==> src/rtl/oc_pulse_pkg.sv <==
package oc_pulse_pkg;

    localparam int MODE_W = 4;

    localparam logic [1:0] ADDR_LEAD  = 2'd0;
    localparam logic [1:0] ADDR_TRAIL = 2'd1;
    localparam logic [1:0] ADDR_CTRL  = 2'd2;
    localparam logic [1:0] ADDR_STAT  = 2'd3;

    localparam logic [2:0] OC_MODE_TOP = 3'b010;

    localparam int CTRL_W = MODE_W + 2;

    typedef struct packed {
        logic              port_lvl;
        logic              lead_lvl;
        logic [MODE_W-1:0] mode;
    } ctrl_t;

    function automatic logic mode_is_oc(input logic [MODE_W-1:0] m);
        return m[MODE_W-1:1] == OC_MODE_TOP;
    endfunction

endpackage

==> src/rtl/oc_cmp_chan.sv <==
module oc_cmp_chan #(
    parameter int W = 16
) (
    input  logic         clk,
    input  logic         rst_n,
    input  logic         enable,
    input  logic         load,
    input  logic [W-1:0] load_val,
    input  logic [W-1:0] cnt,
    output logic         hit,
    output logic         armed
);

    typedef struct packed {
        logic         armed;
        logic [W-1:0] val;
    } chan_t;

    chan_t chan_d, chan_q;
    logic  hit_now;

    always_comb begin
        chan_d  = chan_q;
        hit_now = enable && chan_q.armed && (cnt == chan_q.val);
        if (load) begin
            chan_d.val = load_val;
        end
        if (!enable) begin
            chan_d.armed = 1'b0;
        end else if (load) begin
            chan_d.armed = 1'b1;
        end else if (hit_now) begin
            chan_d.armed = 1'b0;
        end
    end

    always_ff @(posedge clk or negedge rst_n) begin
        if (!rst_n) begin
            chan_q <= '0;
        end else begin
            chan_q <= chan_d;
        end
    end

    assign hit   = hit_now;
    assign armed = chan_q.armed;

    assert_one_shot_R4: assert property (@(posedge clk) disable iff (!rst_n)
        (hit && !load) |=> !armed);

    assert_disabled_idle_R10: assert property (@(posedge clk) disable iff (!rst_n)
        !enable |=> !armed);

    assert_reload_R11: assert property (@(posedge clk) disable iff (!rst_n)
        (enable && load) |=> (armed && chan_q.val == $past(load_val)));

endmodule

==> src/rtl/oc_out_ctl.sv <==
module oc_out_ctl
    import oc_pulse_pkg::*;
#(
    parameter int W = 16
) (
    input  logic         clk,
    input  logic         rst_n,
    input  logic         wr_en,
    input  logic [1:0]   wr_sel,
    input  logic [W-1:0] wr_data,
    input  logic         hit_lead,
    input  logic         hit_trail,
    input  logic         armed_lead,
    input  logic         armed_trail,
    output logic         oc_en,
    output logic         pin,
    output logic         flag
);

    typedef struct packed {
        ctrl_t ctrl;
        logic  pin;
        logic  flag;
    } out_t;

    out_t  out_d, out_q;
    ctrl_t wr_ctrl;
    logic  ctrl_wr;
    logic  stat_clr;
    logic  flag_ev;
    logic  unused_hi;

    assign wr_ctrl   = ctrl_t'(wr_data[CTRL_W-1:0]);
    assign unused_hi = ^wr_data[W-1:CTRL_W];

    always_comb begin
        out_d    = out_q;
        ctrl_wr  = wr_en && (wr_sel == ADDR_CTRL);
        stat_clr = wr_en && (wr_sel == ADDR_STAT) && !wr_data[0];
        flag_ev  = hit_trail || (out_q.ctrl.mode[0] && hit_lead);

        if (ctrl_wr) begin
            out_d.ctrl = wr_ctrl;
        end

        out_d.flag = flag_ev || (out_q.flag && !stat_clr);

        if (hit_trail) begin
            out_d.pin = !out_q.ctrl.lead_lvl;
        end else if (hit_lead) begin
            out_d.pin = out_q.ctrl.lead_lvl;
        end else if (ctrl_wr && !armed_lead && !armed_trail) begin
            out_d.pin = wr_ctrl.port_lvl;
        end
    end

    always_ff @(posedge clk or negedge rst_n) begin
        if (!rst_n) begin
            out_q <= '0;
        end else begin
            out_q <= out_d;
        end
    end

    assign oc_en = mode_is_oc(out_q.ctrl.mode);
    assign pin   = out_q.pin;
    assign flag  = out_q.flag;

    assert_lead_level_R2: assert property (@(posedge clk) disable iff (!rst_n)
        (hit_lead && !hit_trail) |=> (pin == $past(out_q.ctrl.lead_lvl)));

    assert_trail_wins_R8: assert property (@(posedge clk) disable iff (!rst_n)
        hit_trail |=> (pin == !$past(out_q.ctrl.lead_lvl)));

    assert_trail_only_flag_R5: assert property (@(posedge clk) disable iff (!rst_n)
        (!out_q.ctrl.mode[0] && !hit_trail && !flag) |=> !flag);

    assert_flag_sticky_R7: assert property (@(posedge clk) disable iff (!rst_n)
        (flag && !(wr_en && wr_sel == ADDR_STAT && !wr_data[0])) |=> flag);

    assert_port_ignored_R9: assert property (@(posedge clk) disable iff (!rst_n)
        ((armed_lead || armed_trail) && !hit_lead && !hit_trail) |=> $stable(pin));

endmodule

==> src/rtl/oc_pulse_gen.sv <==
module oc_pulse_gen
    import oc_pulse_pkg::*;
#(
    parameter int CNT_W = 16
) (
    input  logic             clk,
    input  logic             rst_n,
    input  logic [CNT_W-1:0] cnt_bus,
    input  logic             wr_en,
    input  logic [1:0]       wr_sel,
    input  logic [CNT_W-1:0] wr_data,
    output logic             pin_out,
    output logic             flag_out
);

    localparam int NCH = 2;
    localparam int CH_LEAD  = 0;
    localparam int CH_TRAIL = 1;

    logic [NCH-1:0] ch_load;
    logic [NCH-1:0] ch_hit;
    logic [NCH-1:0] ch_armed;
    logic           oc_en;

    assign ch_load[CH_LEAD]  = wr_en && (wr_sel == ADDR_LEAD);
    assign ch_load[CH_TRAIL] = wr_en && (wr_sel == ADDR_TRAIL);

    for (genvar i = 0; i < NCH; i++) begin : g_chan
        oc_cmp_chan #(.W(CNT_W)) u_chan (
            .clk      (clk),
            .rst_n    (rst_n),
            .enable   (oc_en),
            .load     (ch_load[i]),
            .load_val (wr_data),
            .cnt      (cnt_bus),
            .hit      (ch_hit[i]),
            .armed    (ch_armed[i])
        );
    end

    oc_out_ctl #(.W(CNT_W)) u_out (
        .clk         (clk),
        .rst_n       (rst_n),
        .wr_en       (wr_en),
        .wr_sel      (wr_sel),
        .wr_data     (wr_data),
        .hit_lead    (ch_hit[CH_LEAD]),
        .hit_trail   (ch_hit[CH_TRAIL]),
        .armed_lead  (ch_armed[CH_LEAD]),
        .armed_trail (ch_armed[CH_TRAIL]),
        .oc_en       (oc_en),
        .pin         (pin_out),
        .flag        (flag_out)
    );

    assert_hits_only_enabled_R10: assert property (@(posedge clk) disable iff (!rst_n)
        !oc_en |-> (ch_hit == '0));

    assert_reset_idle_R1: assert property (@(posedge clk) disable iff (!rst_n)
        $rose(rst_n) |-> (!pin_out && !flag_out));

endmodule

==> config.mk <==
export PLATFORM = sky130hd
export DESIGN_NAME = oc_pulse_gen
export DESIGN_NICKNAME = d
export VERILOG_FILES = /design/src/rtl/oc_pulse_pkg.sv /design/src/rtl/oc_cmp_chan.sv /design/src/rtl/oc_out_ctl.sv /design/src/rtl/oc_pulse_gen.sv
export SDC_FILE = /design/constraint.sdc
export NUM_CORES = 1
export LEC_CHECK = 0
export BUFFER_PORTS_ARGS = -buffer_cell sky130_fd_sc_hd__buf_2
export CORE_ASPECT_RATIO = 1.75
export CORE_UTILIZATION = 49
export DETAILED_ROUTE_END_ITERATION = 8
export PLACE_DENSITY = 0.86
export SLEW_MARGIN = 20
export SYNTH_ARGS = -nofsm -noshare
export SYNTH_HDL_FRONTEND = slang
export SYNTH_HIERARCHICAL = 1
export SYNTH_SLANG_ARGS = --single-unit
==> constraint.sdc <==
create_clock -name clk -period 1.36 [get_ports clk]
set_input_delay 0.136 -clock clk [delete_from_list [all_inputs] [get_ports clk]]
set_output_delay 0.136 -clock clk [all_outputs]
set_load 0.1 [all_outputs]
## Word-level counts from Yosys, hierarchy flattened

Index checks and enable logic that the tools add are counted.

- Equality and inequality tests: 8
- $add $sub $neg: 0
- Divide/modulo/power cells: 0
- Bitwise logic cells: 0
- Multiply operators: 0
- Mux-type cells: 9
- Reductions and logical operators: 22
- Shifts and indexed selects: 0
- Magnitude comparators: 0

Operators by type and width:

| operator | count |
|---|---|
| == test 16 bit | 2 |
| logical AND 1 bit | 13 |
| 2-to-1 mux 1 bit | 9 |
| logical NOT 1 bit | 5 |
| == test 2 bit (second input constant) | 2 |
| == test 3 x 2 -> 1 bit (second input constant) | 1 |
| inequality test 3 x 1 -> 1 bit (second input constant) | 1 |
| inequality test 3 x 2 -> 1 bit (second input constant) | 1 |
| nonzero test 3 bit | 1 |
| == test 2 x 1 -> 1 bit (second input constant) | 1 |
| logical NOT 2 bit | 1 |
| logical OR 1 bit | 2 |

- Memories kept: 0
- Flip-flop bits (word level): 41
- Memory bits (writable): 0
- Latch bits: 0
- Bits in read-only memories: 0
- Word-level logic and storage cells: 47
- Output and inout bits: 2
- Input bits: 37

## Depth between registers and ports, before layout

Gate-level depths: netlist (run 1).

- Word-level depth: 7
- Gate-level depth with buffers: 6
- Gate-level depth less buffers: 6

## Cells and area by module

Netlist (run 1), hierarchy kept.

By module, submodules not included:

| module | area an instance (um^2) | cells each | sequential area each (um^2) | instances |
|---|---|---|---|---|
| oc_cmp_chan | 808.3 | 59 | 425.4 | 2 |
| oc_out_ctl | 324.1 | 21 | 175.2 | 1 |
| oc_pulse_gen | 21.3 | 2 | 0.0 | 1 |

## Worst setup path before layout (run 1)

No wires, ideal clock.

- Path type: reg-to-reg
- Start: register g_chan[1].u_chan/chan_q[0] (netlist bit)
- End: register u_out.out_q (netlist bit u_out/pin)
- Cell stages (with the launch flop): 7
- Setup slack: -0.141 ns
- Path buffers: 0
- Library setup time: 0.094 ns
- Arrival: 1.407 ns
- Cells stage by stage: dfrtp_1 xor2_1 nor4_1 nand4_1 nor2b_1 nor2_1 a221oi_2

- Longest elaborated chain between the ends: 3
- Elaborated cells on any way between the ends: 4

RTL lines:

| what | RTL line | RTL |
|---|---|---|
| from (decl) | oc_cmp_chan.sv:19 | `chan_t chan_d, chan_q;` |
| from (signal assigned) | oc_cmp_chan.sv:41 | `chan_q <= chan_d;` |
| == test 16 bit (*) | oc_cmp_chan.sv:24 | `hit_now = enable && chan_q.armed && (cnt == chan_q.val);` |
| logical AND 1 bit (*) | oc_cmp_chan.sv:24 |  |
| named net ch_hit[1] | oc_pulse_gen.sv:21 | `logic [NCH-1:0] ch_hit;` |
| nonzero test 3 bit (no line) or 2-to-1 mux 1 bit (tied branches) | n/a |  |
| to (signal assigned) | oc_out_ctl.sv:61 | `out_q <= out_d;` |
| to (decl) | oc_out_ctl.sv:26 | `out_t out_d, out_q;` |

The timed path passes the listed nets; every way through them passes the cells marked *.
A chain may end at the register's enable or synchronous reset.

## Worst setup path after layout (run 1)

- Start: register g_chan[1].u_chan/chan_q[3] (netlist bit)
- End: register u_out.out_q (netlist bit u_out/pin)

The elaborated chain is that of the path after synthesis.

==> results of run 1 <==
[Yosys cell counts (all sizes together)]
master,count
nor3,1
mux2i,1
nor2b,2
nor2,1
dfrtp,41
nand4,2
and2,2
xor2,32
a221oi,1
nand3b,1
buf,4
nor4,8
nand4b,1
nor3b,3
mux2,37
a22o,2
a221o,1
and3b,1
[flip-flops by register name, summed over array words and instances (netlist names)]
signal                flops
g_chan.u_chan/chan_q     32
u_out/out_q               5
g_chan.u_chan/armed       2
u_out/flag                1
u_out/pin                 1
[critical path: stages (launching register included)]
cell and delay (ns):
dfrtp_1 0.39, xor2_1 0.16, nor4_2 0.33, buf_4 0.17
nand4_1 0.13, nor2b_2 0.20, nor2_1 0.07, a221oi_2 0.21
[layer usage]
metal	part of all wire, %	global-route usage, %
met1	37	23.4
met2	59	38.9
met3	2.5	3.90
met4	2.0	10.4
met5	0	0
[layout make-up]
class	instances	area, um^2
Fill cell	310	1450
Sequential cell	41	1030
Multi-Input combinational cell	96	951
Timing Repair Buffer	49	300
Clock buffer	6	72.6
Tap cell	48	60.1
Clock inverter	2	10.0
[power by group through the flow]
stage | sequential (mW) | clock (mW) | combinational (mW)
3_3_place_gp | 1.59 | 0 | 0.618
2_1_floorplan | 1.62 | 0 | 0.391
5_1_grt | 1.61 | 0.821 | 0.736
4_1_cts | 1.59 | 0.773 | 0.677
6_report | 1.59 | 0.743 | 0.674
3_5_place_dp | 1.61 | 0 | 0.651
[worst max-delay path by stage]
stage                                     startpoint        end  slack, ns  cells past startpoint
after global placement    g_chan[1].u_chan/chan_q[9]  u_out/pin      -0.40                      7
final                     g_chan[1].u_chan/chan_q[3]  u_out/pin      -0.38                      7
after CTS                 g_chan[1].u_chan/chan_q[3]  u_out/pin      -0.39                      7
after global routing      g_chan[0].u_chan/chan_q[3]  u_out/pin      -0.46                      7
after floorplan           g_chan[1].u_chan/chan_q[9]  u_out/pin      -0.11                      6
after detailed placement  g_chan[0].u_chan/chan_q[0]  u_out/pin      -0.44                      6
[timing repair]
item,CTS,global route
pin swaps,5,2
resized for setup,4,1
setup buffers,1,0
endpoints found under the hold margin,41,0
setup endpoints to repair,4,4
hold buffers,1,0
[cell families after synthesis]
family                    after synthesis  synth area share (%)
AOI/OAI and AO/OA                       4                  2.17
DFF                                    41                  52.3
muxes                                  38                  21.7
xor gates and xnor gates               32                  14.3
and+or+nand+nor                        22                  8.48
buffers and inverters                   4                  1.02
==> results by group, run 1 <==
Timing
  – Endpoints failing setup: 4
  – RSZ-0062 raised after global routing: true
  – Clock skew: between 0.007 and 0.008 ns
  – Final hold vios: 0
  – Worst-Margin Slew: around 0.5 ns
  – Maximum clock frequency: approximately 570 MHz
  – Final clock period utilization by the worst path: 128%
  – Worst hold slack: between 0.08 and 0.09 ns
  – TNS Setup: -1.08 ns
  – Min Tclk post-route: 1.74 ns
  – Fin worst setup slack: -0.385 ns
  – Slew Viols, Final: 0
  – Slew headroom: around two thirds

Run status
  – Status: complete, but fails checks
  – Failing checks: negative setup slack

Floorplanning
  – Initial Util: between 50% and 60%
  – IO Pins: 39
  – Die width: 49.8 um
  – Core Footprint: 3870 um^2
  – Die Y: 85.7 um
  – Core Rows: 30
  – Die ar.: 4270 um^2

Synth
  – Post-synthesis net count: roughly 180
  – Synth cell types: 19
  – Avg Cell Area, Syn: 13.9 um^2
  – Synthesis-stage register bit count: 41
  – Total number of yosys warnings: 6
  – Synth top area share: between 50% and 60%
  – Mapped Area: approximately 2000 um^2
  – Dominant cell type by area after synthesis: dfrtp_1
  – Gate Count Post-Synth: about 140
  – Area contributors post-synth: dfrtp_1 (52%), mux2_2 (21%), xor2_1 (14%), nor4_1 (2.6%), buf_2 (1.0%)
  – Seq/Total Area, Yosys: between 50% and 60%

Hold path
  – Hold Startpoint: wr_data[12]
  – WHS Endpoint: g_chan[0].u_chan/chan_q[12]
  – Hold Path Depth: 2
  – Hold Crit Class: in2reg

Pwr
  – Max VDD drop: 872 uV
  – Overall power: around 3 mW
  – Clock Power Share: 24.7%
  – Lkg Pwr: 1.10 nW
  – Register share of total power: 52.9%
  – Sw Ratio: 28.5%
  – P_int: between 2 and 2.5 mW
  – Net load switching power: 0.856 mW
  – Pwr Density: 1240 nW/um^2
  – Combinational share of power: about 22%

Placement
  – Placed insts: 232
  – DP Area: about 2300 um^2
  – PortBufs: 38
  – Detailed placement HPWL: just over 3 mm
  – Placer Congestion: between 0.8 and 0.9
  – DP Worst Slack: -0.443 ns

CTS
  – TritonCTS clock tree: done
  – Sink Count: 41
  – Clock Latency Late Sink: ~0.29 ns
  – H-Tree Depth: 2
  – CTS buffer count: 5
  – Root Driver: clkbuf_8
  – Clock tree buffer depth: 2
  – Clk slew on worst S/H paths: ~0.070 ns

Setup path
  – Worst EP arrival: approximately 1.9 ns
  – Crit path max fanout: 3
  – End of the worst register-to-register path: u_out/pin
  – Startpoint Class: register
  – Critical Path RT: between 1.5 and 2 ns
  – Crit Path Category: reg2reg
  – R2R depth: 7
  – R2R Setup Slk: -0.38 ns
  – Worst Setup End Kind: register
  – Start of the worst register-to-register path: g_chan[1].u_chan/chan_q[3]

Global routing
  – Largest net degree at the start of global routing: 42
  – Initial antenna violation count: 0
  – Vias in the first global route: 1444
  – First-pass GRT wire length: approximately 6.7 mm
  – GRT overflow: 0
  – GRT Util Overall: between 20% and 30%

Final layout
  – Ant. Diodes: 0
  – Fin cells: 242
  – Most common cell after layout, fill and taps aside: dfrtp_1
  – Commonest non-fill, non-tap cells in the layout: dfrtp_1 (41), buf_2 (38), mux2_2 (37)
  – Post-layout util: approximately 63%
  – Layout cells sized above 1: 53.1%
  – Nets: 230
  – Syn-to-layout area delta: 23.3%
  – Finished Cell Area: around 2400 um^2

Job
  – MaxCap Viol Count: 0

Detailed routing
  – Average wire per standard cell: around 16 um
  – Vias/cell: roughly 5.3
  – Pre-antenna DRT Iters: 4
  – Routed Antenna Nets: 0
  – Via count: between 1k and 1.5k
  – DR iter-0 viols: 19
  – Drc violations: 0
  – Routed WL: 3.96 mm
Note: power is estimated with default switching activity, not from simulation.
==> run 2: changes to the inputs <==
--- a/config.mk
+++ b/config.mk
@@ -7,9 +7,10 @@
 export LEC_CHECK = 0
 export BUFFER_PORTS_ARGS = -buffer_cell sky130_fd_sc_hd__buf_2
 export CORE_ASPECT_RATIO = 1.75
-export CORE_UTILIZATION = 49
+export CORE_UTILIZATION = 57
 export DETAILED_ROUTE_END_ITERATION = 8
-export PLACE_DENSITY = 0.86
+export PLACE_DENSITY = 0.93
+export SETUP_SLACK_MARGIN = 0.02
 export SLEW_MARGIN = 20
 export SYNTH_ARGS = -nofsm -noshare
 export SYNTH_HDL_FRONTEND = slang
==> constraint.sdc (replaced) <==
create_clock -name clk -period 2.1 [get_ports clk]
set_input_delay 0.21 -clock clk [delete_from_list [all_inputs] [get_ports clk]]
set_output_delay 0.21 -clock clk [all_outputs]
set_load 0.1 [all_outputs]
==> run 2 against run 1 <==
The flow now finishes without violations. Clock power is 25% lower. Total power fell by 34%. Clock skew fell by 0.00074 ns. Sequential share of layout area grew 2.2 points. Final area down 4.9%. Via count decreased by 1.2%. Critical path depth is 1 lower. Worst hold slack got worse by 0.047 ns. Critical path type unchanged.
==> results by group, run 2 (synthesized netlist as in run 1, its figures left out) <==
Run status
  – Status: finished clean

Global routing
  – Initial antenna violation count: 0
  – GRT busiest layer: met2
  – Grt met1 use: between 20% and 30%
  – Vias in the first global route: roughly 1.4k
  – First-pass GRT wire length: between 6 and 7 mm
  – GRT Util Overall: 24.6%
  – Met2 Usage GRT: around 43%
  – GRT overflow: 0
  – Largest net degree at the start of global routing: 42
  – Met3 Track Usage GR: around 6.8%

Floorplanning
  – Core Footprint: 3210 um^2
  – IO Pins: 39
  – Core Rows: 27
  – Die width: roughly 46 um
  – Initial Util: 61.1%
  – Die ar.: roughly 3700 um^2
  – Die Y: ~80 um

Job
  – MaxCap Viol Count: 0

Setup path
  – Crit path launch: g_chan[1].u_chan/chan_q[0]
  – Critical Path RT: between 2 and 2.5 ns
  – Start of the worst register-to-register path: g_chan[1].u_chan/chan_q[0]
  – Worst EP arrival: between 2 and 2.5 ns
  – Worst Setup End Kind: register
  – Worst-path cell chain: xor2_1, nor4_1, nand4_1, nor2b_1, nor2_1, a221oi_2
  – Crit-path slowest cell: dfrtp_1
  – Crit path max fanout: 4
  – CP max stage delay: 0.39 ns
  – Crit Path Category: reg2reg
  – Startpoint Class: register

CTS
  – Clock tree buffer depth: 2
  – Sink Count: between 40 and 50
  – Post-CTS Repair Setup Buffers: 0
  – Post-CTS Hold Buffers: 0
  – Clk slew on worst S/H paths: 0.08 ns
  – TritonCTS clock tree: done
  – H-Tree Depth: 2
  – Post-cts resize count: 0
  – Clock Latency Late Sink: roughly 0.29 ns
  – Root Driver: clkbuf_8
  – CTS buffer count: 5

Timing
  – Worst-Margin Slew: 0.907 ns
  – RSZ-0062 raised after global routing: false
  – Endpoints failing setup: 0
  – Min Tclk post-route: between 1.5 and 2 ns
  – Final clock period utilization by the worst path: approximately 88%
  – Maximum clock frequency: ~540 MHz
  – Slew headroom: 39.5%
  – Clock skew: about 0.0066 ns
  – Slew Viols, Final: 0
  – Final hold vios: 0
  – TNS Setup: 0 ns

Detailed routing
  – Via count: approximately 1.3k
  – Pre-antenna DRT Iters: 4
  – Vias/cell: approximately 5.6
  – Routed Antenna Nets: 0
  – Routed WL: about 4 mm
  – Drc violations: 0
  – Average wire per standard cell: approximately 17 um
  – DR iter-0 viols: 16

Placement
  – Detailed placement HPWL: 3.00 mm
  – Placer Congestion: between 0.8 and 0.9
  – PortBufs: 38
  – Placed insts: between 200 and 250

Pwr
  – Lkg Pwr: about 1.1 nW
  – Max VDD drop: between 700 and 800 uV
  – Pwr Density: ~860 nW/um^2

Final layout
  – Commonest non-fill, non-tap cells in the layout: dfrtp_1 (41), buf_2 (38), mux2_2 (37)
  – Ant. Diodes: 0
  – Syn-to-layout area delta: 17.3%
  – Fin cells: between 200 and 250
  – Most flop-heavy register: g_chan.u_chan/chan_q
  – Layout cells sized above 1: between 40% and 50%
  – Max reg flops: 32
  – Most common cell after layout, fill and taps aside: dfrtp_1
  – Nets: between 200 and 250

Hold path
  – Hold Crit Class: in2async
run 2: cell types whose count changed in the layout (fill, tap and decap cells not counted), moves of 2 or more:
| cell | previous run | this run |
|---|---|---|
| nor4_2 | 4 | 0 |
| nor2b_2 | 2 | 0 |
| buf_12 | 2 | 0 |
| nor2b_1 | 0 | 2 |
| buf_4 | 8 | 2 |
| nor4_1 | 4 | 8 |
| clkbuf_8 | 5 | 7 |
run 2: final cells by class:
class | instances | area (um^2)
fill | 241 | 907
clock buffer | 7 | 96.3
tap | 43 | 53.8
timing repair buffer | 40 | 205
multi-input combinational | 96 | 916
clock inverter | 1 | 5.00
sequential | 41 | 1030
run 2: routing by layer:
metal,vias to the layer above,routed length [um]
met3,4,107
met4,0,38
met5,-,0
met2,33,2320
li1,586,-
met1,649,1480
run 2: path summary, 6_finish.rpt:
check | slack (ns) | to | cells past startpoint
setup / recovery | 0.25 | u_out/pin | 6
hold / removal | 0.04 | g_chan[1].u_chan/chan_q[7] | 1
setup reg to reg | 0.25 | u_out/pin | 6
hold reg to reg | 0.52 | u_out/out_q[2] | 1
max in group asynchronous | 1.49 | g_chan[1].u_chan/chan_q[8] | 1
min in group clk | 0.16 | g_chan[0].u_chan/chan_q[10] | 2
run 2: power by group:
part	total (mW)	internal (mW)	switching (mW)	leakage, nW
combinational	0.403	0.213	0.191	0.507
sequential	1.03	0.931	0.0972	0.491
clock	0.556	0.297	0.259	0.0542
run 2: through the flow:
stage	util [%]	setup WS [ns]	power, mW	hold slack, ns	cell area [um^2]
6_report	71.7	0.252	1.99	0.0405	2300
5_1_grt	71.7	0.168	2.08	0.107	2300
4_1_cts	71.7	0.254	2.01	0.0600	2300
3_5_place_dp	68.6	0.273	1.45	0.378	2200
3_3_place_gp	68.6	0.352	1.41	0.357	2200
2_1_floorplan	-	0.599	1.30	-0.0856	1960
run 2: critical path: cells and delay by family, from the launching register on:
kind             cells  cell delay [ns]
XOR/XNOR             1             0.18
flip-flops           1             0.39
AO/OA/AOI/OAI        1             0.24
AND/OR/NAND/NOR      4             0.95
==> run 3: changes to the inputs <==
--- a/config.mk
+++ b/config.mk
@@ -10,6 +10,7 @@
 export CORE_UTILIZATION = 57
 export DETAILED_ROUTE_END_ITERATION = 8
 export PLACE_DENSITY = 0.93
+export REMOVE_ABC_BUFFERS = 1
 export SETUP_SLACK_MARGIN = 0.02
 export SLEW_MARGIN = 20
 export SYNTH_ARGS = -nofsm -noshare
==> run 3 against run 2 <==
Worst hold slack worse by 0.012 ns. Utilization is 0.47 points lower. Critical path depth stayed put. Register-to-register slack hardly changed. Die area stayed put. Worst setup slack worse by 0.0028 ns. Clock skew is 0.0028 ns lower. Sequential share of layout area is 0.29 points higher. Sequential power hardly changed. Wire length is 4.8% lower. Highest routed layer unchanged.
==> results by group, run 3 (synthesized netlist as in run 1, its figures left out) <==
Run status
  – Status: finished clean

Placement
  – Placer Congestion: between 0.8 and 0.9
  – DP Area: 2200 um^2
  – Detailed placement HPWL: around 2.9 mm
  – PortBufs: 38
  – DP Worst Slack: 0.252 ns

CTS
  – Post-CTS Repair Setup Buffers: 0
  – Clk slew on worst S/H paths: roughly 0.08 ns
  – Post-cts resize count: 0
  – H-Tree Depth: 2
  – TritonCTS clock tree: done
  – Root Driver: clkbuf_8
  – Post-CTS Hold Buffers: 0
  – Clock Latency Late Sink: approximately 0.29 ns
  – Sink Count: 41
  – CTS buffer count: 5
  – Clock tree buffer depth: 2

Timing
  – RSZ-0062 raised after global routing: false
  – Clock skew: 0.00381 ns
  – Slew headroom: 41.7%
  – Final hold vios: 0
  – Worst hold slack: between 0.02 and 0.03 ns
  – Endpoints failing setup: 0
  – Min Tclk post-route: between 1.5 and 2 ns
  – TNS Setup: 0 ns
  – Worst-Margin Slew: ~0.9 ns
  – Slew Viols, Final: 0
  – Fin worst setup slack: around 0.25 ns
  – Final clock period utilization by the worst path: ~90%
  – Maximum clock frequency: between 500 and 600 MHz

Final layout
  – Commonest non-fill, non-tap cells in the layout: dfrtp_1 (41), buf_2 (38), mux2_2 (37)
  – Nets: approximately 220
  – Max reg flops: 32
  – Most common cell after layout, fill and taps aside: dfrtp_1
  – Syn-to-layout area delta: 16.6%
  – Ant. Diodes: 0
  – Most flop-heavy register: g_chan.u_chan/chan_q
  – Finished Cell Area: approximately 2300 um^2
  – Layout cells sized above 1: between 40% and 50%
  – Post-layout util: 71.3%

Global routing
  – GRT overflow: 0
  – Largest net degree at the start of global routing: between 40 and 50
  – Initial antenna violation count: 0
  – Vias in the first global route: 1376
  – GRT Util Overall: 23.6%
  – First-pass GRT wire length: 5.95 mm

Setup path
  – Startpoint Class: register
  – Crit Path Category: reg2reg
  – Worst Setup End Kind: register
  – Critical Path RT: 2.31 ns
  – Crit path max fanout: 4
  – Critical Path Stages: 6
  – Crit-path slowest cell: nor4_1
  – WP buf/inv: 0
  – CP max stage delay: between 0.4 and 0.5 ns
  – Top delay family on crit path: simple AND/OR/NAND/NOR gates
  – R2R depth: 6
  – Worst EP arrival: around 2.1 ns
  – Worst-path cell chain: xor2_1, nor4_1, nand4_1, nor2b_1, nor2_1, a221oi_2

Floorplanning
  – Die Y: ~80 um
  – Die ar.: around 3700 um^2
  – Die width: between 40 and 50 um
  – Core Rows: 27
  – Core Footprint: around 3200 um^2
  – Initial Util: approximately three fifths
  – IO Pins: 39

Pwr
  – Lkg Pwr: between 1 and 1.5 nW
  – Pwr Density: 839 nW/um^2
  – Max VDD drop: between 700 and 800 uV

Detailed routing
  – DR iter-0 viols: 15
  – Vias/cell: approximately 5.5
  – Average wire per standard cell: between 15 and 20 um
  – Routed WL: 3.76 mm
  – Via count: ~1.2k
  – Routed Antenna Nets: 0
  – Drc violations: 0
  – Pre-antenna DRT Iters: 4

Job
  – MaxCap Viol Count: 0

Hold path
  – Hold Crit Class: in2async
==> run 3: cell count changes in the layout (fill, tap and decap cells not counted) <==
cell,change
clkbuf_8,-2
clkinvlp_4,+1
clkinv_2,+1
==> run 3: per-stage QoR <==
stage	cells	power [mW]
4_1_cts	228	1.95
6_report	228	1.92
5_1_grt	228	2.02
3_3_place_gp	220	1.41
2_1_floorplan	137	1.30
3_5_place_dp	220	1.45
==> run 3: area by class of cell <==
class                   instances  area, um^2
clock buffers                   5        68.8
clock inverters                 3        17.5
fillers                       232         922
multi-input cells              96         916
flip-flops and latches         41        1030
well taps                      43        53.8
repair buffers                 40         205
==> run 3: per-layer routing <==
layer / track usage [%] / wire length, um / part of all wire [%] / vias up
met5: 0 / 0 / 0 / -
li1: - / - / - / 590
met4: 11.8 / 78 / 2.1 / 0
met1: 23.7 / 1330 / 35 / 615
met3: 5.43 / 146 / 3.9 / 6
met2: 42.2 / 2200 / 59 / 36
==> run 3: final timing paths <==
check / startpoint / endpoint / slack (ns)
worst max-delay path: g_chan[1].u_chan/chan_q[11] / u_out/pin / 0.25
worst min-delay path: rst_n / g_chan[0].u_chan/chan_q[1] / 0.03
worst max register to register: g_chan[1].u_chan/chan_q[11] / u_out/pin / 0.25
worst min register to register: u_out/out_q[6] / u_out/pin / 0.50
max in group asynchronous: rst_n / g_chan[0].u_chan/chan_q[0] / 1.52
min in group clk: wr_data[12] / g_chan[1].u_chan/chan_q[12] / 0.16
==> run 3: power by group <==
part | internal (mW) | switching, mW | leakage, nW
registers | 0.931 | 0.0972 | 0.491
logic | 0.212 | 0.186 | 0.507
clock network | 0.229 | 0.263 | 0.0439
